## config.mk

```make
export PLATFORM = sky130hd
export DESIGN_NAME = por_wdt_supervisor
export DESIGN_NICKNAME = d
export VERILOG_FILES = /design/src/rtl/sup_pkg.sv /design/src/rtl/sup_sync.sv /design/src/rtl/sup_wdog.sv /design/src/rtl/sup_fsm.sv /design/src/rtl/por_wdt_supervisor.sv
export SDC_FILE = /design/constraint.sdc
export NUM_CORES = 1
export LEC_CHECK = 0
export BUFFER_PORTS_ARGS = -buffer_cell sky130_fd_sc_hd__buf_2
export CORE_AREA = 2 2 168 170
export CTS_CLUSTER_SIZE = 12
export DETAILED_ROUTE_END_ITERATION = 8
export DIE_AREA = 0 0 170 172
export GPL_TIMING_DRIVEN = 0
export HOLD_SLACK_MARGIN = 0.03
export PLACE_DENSITY = 0.58
export SYNTH_ARGS = -nofsm -noshare
export SYNTH_HDL_FRONTEND = slang
export SYNTH_SLANG_ARGS = --single-unit
```

## constraint.sdc

```tcl
create_clock -name clk -period 11.2 [get_ports clk]
set_input_delay 0.56 -clock clk [delete_from_list [all_inputs] [get_ports clk]]
set_output_delay 0.56 -clock clk [all_outputs]
set_load 0.005 [all_outputs]
```

## src/rtl/sup_pkg.sv

```systemverilog
package sup_pkg;
    typedef enum logic [1:0] {
        ST_UNDERVOLT = 2'd0,
        ST_HOLDOFF   = 2'd1,
        ST_RUN       = 2'd2
    } sup_state_t;

    localparam int unsigned EXT_MULT = 500;
    localparam int unsigned EXT_BITS = 9;
endpackage

```

## src/rtl/sup_sync.sv

```systemverilog
module sup_sync #(
    parameter int N = 3
) (
    input  logic         clk,
    input  logic         rst_n,
    input  logic [N-1:0] d,
    output logic [N-1:0] q
);
    for (genvar i = 0; i < N; i++) begin : g_bit
        logic s1, s2;
        always_ff @(posedge clk) begin
            if (!rst_n) begin
                s1 <= 1'b0;
                s2 <= 1'b0;
            end else begin
                s1 <= d[i];
                s2 <= s1;
            end
        end
        assign q[i] = s2;
    end
endmodule

```

## src/rtl/sup_wdog.sv

```systemverilog
module sup_wdog import sup_pkg::*; #(
    parameter int WD_W = 16,
    localparam int CW  = WD_W + EXT_BITS
) (
    input  logic            clk,
    input  logic            rst_n,
    input  logic            hold,
    input  logic            svc_s,
    input  logic            mode_s,
    input  logic            float_s,
    input  logic [WD_W-1:0] base,
    output logic            expire,
    output logic            svc_pulse,
    output logic [CW-1:0]   cnt_o,
    output logic            svc_edge,
    output logic            mode_edge
);
    logic          svc_q, mode_q;
    logic [CW-1:0] cnt, limit, thr, base_w;
    logic [CW+3:0] scaled;
    logic          en, restart;

    assign base_w = CW'(base);
    assign limit  = mode_s ? base_w * CW'(EXT_MULT) : base_w;
    assign scaled = (CW+4)'(limit) * (CW+4)'(15);
    assign thr    = scaled[CW+3:4];
    assign en     = |base;

    assign svc_edge  = svc_s ^ svc_q;
    assign mode_edge = mode_s ^ mode_q;

    assign svc_pulse = !hold && en && mode_s && float_s && (cnt == thr);
    assign restart   = svc_edge || mode_edge || svc_pulse;
    assign expire    = !hold && en && !restart && (cnt >= limit - CW'(1));

    always_ff @(posedge clk) begin
        if (!rst_n) begin
            svc_q  <= 1'b0;
            mode_q <= 1'b0;
            cnt    <= '0;
        end else begin
            svc_q  <= svc_s;
            mode_q <= mode_s;
            if (hold || restart || expire || !en)
                cnt <= '0;
            else
                cnt <= cnt + CW'(1);
        end
    end

    assign cnt_o = cnt;
endmodule

```

## src/rtl/sup_fsm.sv

```systemverilog
module sup_fsm import sup_pkg::*; #(
    parameter int RP_W = 16
) (
    input  logic            clk,
    input  logic            rst_n,
    input  logic            uv,
    input  logic            wd_expire,
    input  logic [RP_W-1:0] period,
    output logic            run
);
    localparam logic [RP_W:0] ONE = (RP_W+1)'(1);

    sup_state_t      state, state_nx;
    logic [RP_W-1:0] hcnt, hcnt_nx;
    logic            hold_done;

    assign hold_done = ({1'b0, hcnt} + ONE) >= {1'b0, period};

    always_comb begin
        state_nx = state;
        hcnt_nx  = hcnt;
        unique case (state)
            ST_UNDERVOLT: begin
                if (!uv) begin
                    state_nx = ST_HOLDOFF;
                    hcnt_nx  = '0;
                end
            end
            ST_HOLDOFF: begin
                if (uv) begin
                    state_nx = ST_UNDERVOLT;
                end else if (hold_done) begin
                    state_nx = ST_RUN;
                    hcnt_nx  = '0;
                end else begin
                    hcnt_nx  = hcnt + RP_W'(1);
                end
            end
            ST_RUN: begin
                if (uv) begin
                    state_nx = ST_UNDERVOLT;
                end else if (wd_expire) begin
                    state_nx = ST_HOLDOFF;
                    hcnt_nx  = '0;
                end
            end
            default: begin
                state_nx = ST_HOLDOFF;
                hcnt_nx  = '0;
            end
        endcase
    end

    always_ff @(posedge clk) begin
        if (!rst_n) begin
            state <= ST_HOLDOFF;
            hcnt  <= '0;
        end else begin
            state <= state_nx;
            hcnt  <= hcnt_nx;
        end
    end

    always_comb begin
        run = (state == ST_RUN);
    end
endmodule

```

## src/rtl/por_wdt_supervisor.sv

```systemverilog
module por_wdt_supervisor import sup_pkg::*; #(
    parameter int RP_W = 16,
    parameter int WD_W = 16
) (
    input  logic            clk,
    input  logic            rst_n,
    input  logic            uv_flag,
    input  logic            svc_in,
    input  logic            ext_mode,
    input  logic            svc_float,
    input  logic [RP_W-1:0] rst_period,
    input  logic [WD_W-1:0] wd_base,
    output logic            cpu_rst_n,
    output logic            cpu_rst,
    output logic            svc_pulse
);
    localparam int CNT_W = WD_W + EXT_BITS;

    logic [2:0]       raw_in, sync_in;
    logic             run, wd_expire, svc_edge, mode_edge;
    logic [CNT_W-1:0] wd_cnt;

    assign raw_in = {svc_float, ext_mode, svc_in};

    sup_sync #(.N(3)) u_sync (
        .clk   (clk),
        .rst_n (rst_n),
        .d     (raw_in),
        .q     (sync_in)
    );

    sup_wdog #(.WD_W(WD_W)) u_wdog (
        .clk       (clk),
        .rst_n     (rst_n),
        .hold      (!run),
        .svc_s     (sync_in[0]),
        .mode_s    (sync_in[1]),
        .float_s   (sync_in[2]),
        .base      (wd_base),
        .expire    (wd_expire),
        .svc_pulse (svc_pulse),
        .cnt_o     (wd_cnt),
        .svc_edge  (svc_edge),
        .mode_edge (mode_edge)
    );

    sup_fsm #(.RP_W(RP_W)) u_fsm (
        .clk       (clk),
        .rst_n     (rst_n),
        .uv        (uv_flag),
        .wd_expire (wd_expire),
        .period    (rst_period),
        .run       (run)
    );

    assign cpu_rst_n = run;
    assign cpu_rst   = !run;
endmodule

```

### Word-level counts from Yosys, hierarchy flattened

Cells that the tools add are included.

* multipliers: 2
* bitwise operators: 3
* equal/unequal tests: 9
* reduce and logical (&&, ||, !) cells: 19
* magnitude comparators: 2
* mux-type cells: 13
* $add $sub $neg: 4

Operator list (number)
* 16-bit two-way mux: 5
* 16-bit case mux with 3 select lines: 1
* 25-bit by 4-bit multiplier with 29-bit output, second input constant: 1
* 25-bit by 1-bit adder with 25-bit output, second input constant: 1
* 25-bit equality test: 1
* 25-bit >= comparator: 1
* 25-bit two-way mux: 1
* 25-bit by 1-bit subtractor with 25-bit output, second input constant: 1
* 16-bit by 7-bit multiplier with 23-bit output, second input constant: 1
* 16-bit by 1-bit adder with 17-bit output, second input constant: 1
* 17-bit by 16-bit >= comparator with 1-bit output: 1
* 16-bit by 1-bit adder with 16-bit output, second input constant: 1
* 16-bit OR reduction: 1
* 2-bit two-way mux: 5
* 1-bit logical AND: 6
* 2-bit inequality test, second input constant: 3
* 3-bit by 2-bit inequality test with 1-bit output, second input constant: 2
* 2-bit case mux with 3 select lines: 1
* 1-bit logical OR: 5
* 4-bit AND reduction: 1
* 1-bit logical NOT: 3
* 3-bit AND reduction: 1
* 2-bit by 1-bit equality test with 1-bit output, second input constant: 1
* 2-bit equality test, second input constant: 1
* other kinds (5): 6

* flip-flop bits (word level): 51
* bits of input ports: 38
* output and inout port bits: 3
* word-level logic and storage cells: 63

### Longest topological paths before layout

* depth in word-level cells: 12
* mapped depth: 34

### By module

A second synthesis with hierarchy kept.

* cell total of the unflattened synthesis: 1294
* area, all modules: 10889.2 um^2

Modules (own cells, without submodules)
* sup_wdog: area each 9100.0 um^2, cells each 1082, times used 1
* sup_fsm: area each 1605.3 um^2, cells each 196, times used 1
* sup_sync: area each 180.2 um^2, cells each 15, times used 1
* por_wdt_supervisor: area each 3.8 um^2, cells each 1, times used 1

### Least setup slack after synthesis

No wires, ideal clock.

* kind: input to output
* from: in wd_base[0]
* to: out svc_pulse
* data arrival time: 8.341 ns
* slack: 2.299 ns
* cell stages on the path: 27
* path buffers: 1
* required time: 10.640 ns
* path through: fa_1 -> inv_1 -> fa_1 -> inv_1 -> fa_1 -> fa_1 -> ha_1 -> o21ai_0 -> a21boi_0 -> o31a_1 -> o211ai_1 -> a21oi_1 -> a31o_2 -> nor3_1 -> fa_1 -> fa_1 -> ha_1 -> clkbuf_1 -> a21oi_1 -> o21ai_0 -> nor2b_1 -> nor3_1 -> or4b_2 -> nor4_1 -> nand3_1 -> nor4_1 -> nor4bb_1

* longest elaborated chain between the ends: 5
* elaborated cells between the ends (all ways): 9

Ends and longest elaborated chain
* from (decl): line por_wdt_supervisor.sv:12 `input logic [WD_W-1:0] wd_base,`
* 16-bit by 7-bit multiplier with 23-bit output / 16-bit OR reduction (equally long branches): line sup_wdog.sv:24, sup_wdog.sv:27
* 25-bit two-way mux / 1-bit logical AND (equally long branches): line sup_wdog.sv:24, sup_wdog.sv:32
* 25-bit by 4-bit multiplier with 29-bit output / 1-bit logical AND (equally long branches): line sup_wdog.sv:25, sup_wdog.sv:32
* 25-bit equality test / 1-bit logical AND (equally long branches): line sup_wdog.sv:32 `assign svc_pulse = !hold && en && mode_s && float_s && (cnt == thr);`
* 1-bit logical AND *: line sup_wdog.sv:32
* to (decl): line por_wdt_supervisor.sv:15 `output logic svc_pulse`

Mark *: on every way between the ends. The rest lies on a longest branch, timed or not.

### Worst setup path after layout

* from: in wd_base[1]
* to: out svc_pulse

The elaborated chain is that of the path after synthesis.

==> impl.org <==
** STA
- The total count of hold-check failures in the final report came to 0.
- Worst hold margin :: 0.4397 ns
- Setup repair after global routing left no endpoint under its margin.
- For the final database, setup skew stands at 0.01774 ns.
- Transition time at the pin with the least slew margin :: 1.158 ns
- Headroom to the max-slew limit :: 20.56%
- Dividing the final minimum period by the clock period gives 93.80%.
- The number of max-slew violations in the final report is 0.
- Adding up every negative setup slack in the final design gives 0 ns.
- Total setup violations reported at the end of the flow :: 0
- Derived from the worst setup path, the maximum achievable clock frequency is 95.19 MHz.
- The worst path needs 10.51 ns of the cycle, external delays included.

** CTS
- Clk slew on worst S/H paths :: 0.09 ns
- Sinks on Clock Net :: 51
- In this run the clock root is driven by a sky130_fd_sc_hd__clkbuf_16.
- For the worst-skew pair, the clock arrives at the later sink with an insertion delay of 0.32 ns.
- TritonCTS built the clock tree.
- In this run the deepest clock path goes through 2 buffers.
- The number of setup buffers added after CTS is 0.
- In this run, CTS created clock tree buffers numbering 5.
- In this run the number of H-tree levels came out at 2.

** Detailed routing
- Dividing the detail-routed via count by the number of cells gives 5.398.
- DR vias :: 9,123
- Post-Route WL :: 27,430 um
- After the first detailed-routing iteration, the DRC count stood at 523.
- For this run, the detailed router's first-pass iteration total came to 5.
- Number of remaining DRC errors :: 0
- In this run the remaining antenna-violating nets after routing total 0.
- Mean routed wirelength per cell :: 16.23 um

** Final layout
- Multi-input gate area :: 0.008837 sq mm
- Share of post-route cells with drive strength above 1 :: 7.068%
- Diodes inserted :: 0
- Post-synthesis to final-layout area growth :: 7.352%
- The net count of the finished layout is 1,652.
- The sequential cells in the finished layout cover a total of 0.001021 sq mm.
- Filler Cell Count :: 2,854

** Synth
- Yosys mapped a number of flops with a built-in enable equal to 0.
- Counting every instance in the synthesized netlist gives 1,297.
- Number of warning messages in the yosys log :: 0
- In the synthesized netlist the async set-or-reset flop fraction comes to 0%.
- Portion of the post-synthesis area used by sequential elements :: 9.448%
- Synth top area cells :: sky130_fd_sc_hd__ha_1 (20%), sky130_fd_sc_hd__fa_1 (18%), sky130_fd_sc_hd__dfxtp_1 (9.4%)
- Counting every net in the synthesized netlist gives 1,606.
- Of all cell types, the one taking the most synthesized area is sky130_fd_sc_hd__ha_1.
- Netlist area before placement :: 0.01081 sq mm
- Most frequent cell after synthesis :: sky130_fd_sc_hd__inv_1
- Averaged over all synthesized cells, the footprint is 8.332 sq um.
- In this run the biggest area consumer among cell types represents 20.03% of the synthesized area.
- Leading cell types by count after synthesis :: sky130_fd_sc_hd__inv_1 (191), sky130_fd_sc_hd__ha_1 (173), sky130_fd_sc_hd__fa_1 (98)
- Among all flip-flop cells after synthesis, the most frequent one is sky130_fd_sc_hd__dfxtp_1.
- Synthesis-stage register bit count :: 51
- In this run, distinct cell masters in the synthesized netlist total 88.

** GRT
- Gr usage total :: 19.10%
- Number of global-route vias before repair :: 8,563
- The number of antenna violations at the first check in global routing came to 0.
- Entering global routing, the biggest net connects 19 pins.
- First-pass GRT wire length :: 44,630 um
- GR Overflow Total :: 0

** Min path
- The tightest min-delay check is of the reg2reg type.

** Critical path
- Crit Path Max Fanout :: 10
- Data on the critical path arrives at its endpoint at 9.95 ns.
- Among the stages of the critical path, the cell type that occurs most often is sky130_fd_sc_hd__fa_1.
- Together, buffers and inverters on the worst path number 6.
- The largest individual stage delay along the critical path comes from the cell sky130_fd_sc_hd__or4b_2.
- Startpoint types :: input pin
- Data on the critical path is required at its endpoint by 10.64 ns.
- Family with the most delay on the worst path :: adder cells
- In this design, the stage delay of the slowest critical-path cell is 0.67 ns.
- CP Class :: in2out
- The worst setup path is captured at an output pin.

** Floorplan
- The initial utilization of the core area, before any placement, comes to 39.33%.
- Placeable core area :: 0.02748 sq mm
- The die is 170 um wide.
- Overall die height :: 172 um
- The die covers 0.02924 sq mm.
- Core Rows :: 61
- In this run the count of I/O pins placed on the die edge is 41.

** Outcome
- Result of the run :: finished, final reports clean

** Place
- Final GP Congestion :: 0.8757
- Input/output buffers :: 39
- The HPWL after detailed placement is 23,160 um.

** Job
- Max_cap viols :: 0
registers in the layout (all words and copies together), names as in the netlist:
name	count
u_wdog.cnt_o	25
u_fsm.hcnt	16
u_sync.g_bit.s1	3
u_sync.g_bit.s2	3
u_fsm.state	2
u_wdog.mode_q	1
u_wdog.svc_q	1
metrics by stage:
step / instance area (sq um) / util [%] / worst slack (ns) / std cells
after global placement: 11430 / 41.62 / 0.4366 / 1682
after detailed placement: 11430 / 41.62 / 0.4794 / 1682
after floorplan: 10810 / - / 2.299 / 1297
after global routing: 11600 / 42.22 / 0.1256 / 1690
after CTS: 11590 / 42.17 / 0.4558 / 1690
final: 11600 / 42.22 / 0.6946 / 1690
final cells by class:
cell class	count	area share, %
buffer	35	2.049
clock buffer	5	1.079
clock inverter	3	0.2373
inverter	193	6.245
multi-input combinational	1018	76.18
sequential	51	8.801
tap	346	3.732
timing repair buffer	39	1.682
cell families (layout without fill, tap and decap cells):
kind of cell	count (synthesis)	in the layout	share of synthesized area [%]
simple gates	358	358	16.89
compound gates	274	274	17.11
fa+ha+maj	271	271	38.18
buf+inv	228	275	8.904
mux	11	11	1.030
xor+xnor	104	104	8.429
flops	51	51	9.448
worst reg2reg max path, delay by kind of cell, from the launching register on:
family	cells	cell delay [ns]
compound gates	6	2.28
buf+inv	4	2.02
flops	1	0.31
mux	1	1.03
fa+ha+maj	2	0.50
simple gates	5	1.55
xor+xnor	1	0.09
layer usage:
layer,GRT usage [%],part of all wire (%)
met1,28.24,51
met2,30.84,45
met3,1.946,3.2
met4,2.453,0.68
met5,0,0
repair_timing:
action,CTS,global route
hold buffers,0,0
endpoints found under the setup margin,0,1
gates resized for setup,0,4
cell usage in the layout (no fill, tap or decap), drive strengths merged, types with 9 or more instances in the layout:
master | Yosys | final
xor2 | 43 | 43
nand4 | 24 | 24
nor2 | 79 | 79
nor2b | 12 | 12
nand3 | 46 | 46
o211ai | 13 | 13
and2 | 13 | 13
nand2b | 9 | 9
and3 | 25 | 25
dfxtp | 51 | 51
fa | 98 | 98
nor4 | 10 | 10
buf | 13 | 52
ha | 173 | 173
xnor2 | 61 | 61
o21ai | 46 | 46
a211oi | 12 | 12
clkbuf | 20 | 25
inv | 192 | 194
nand2 | 86 | 86
nor3 | 20 | 20
o21a | 24 | 24
o22ai | 12 | 12
nand3b | 11 | 11
mux2i | 10 | 10
a21o | 15 | 15
a21oi | 76 | 76
final timing paths:
| path | start | endpoint | slack, ns | cells past startpoint |
|---|---|---|---|---|
| worst max-delay path | wd_base[1] | svc_pulse | 0.69 | 31 |
| worst min-delay path | u_sync.g_bit[0].s1 | u_sync.g_bit[0].s2 | 0.44 | 1 |
| worst max register to register | u_sync.g_bit[1].s2 | u_wdog.cnt_o[16] | 3.37 | 19 |
| worst min register to register | u_sync.g_bit[0].s1 | u_sync.g_bit[0].s2 | 0.44 | 1 |
Power is left out: the tool's default activity adds up to more than one toggle a clock period on the data nets, which glitch-free logic cannot reach.
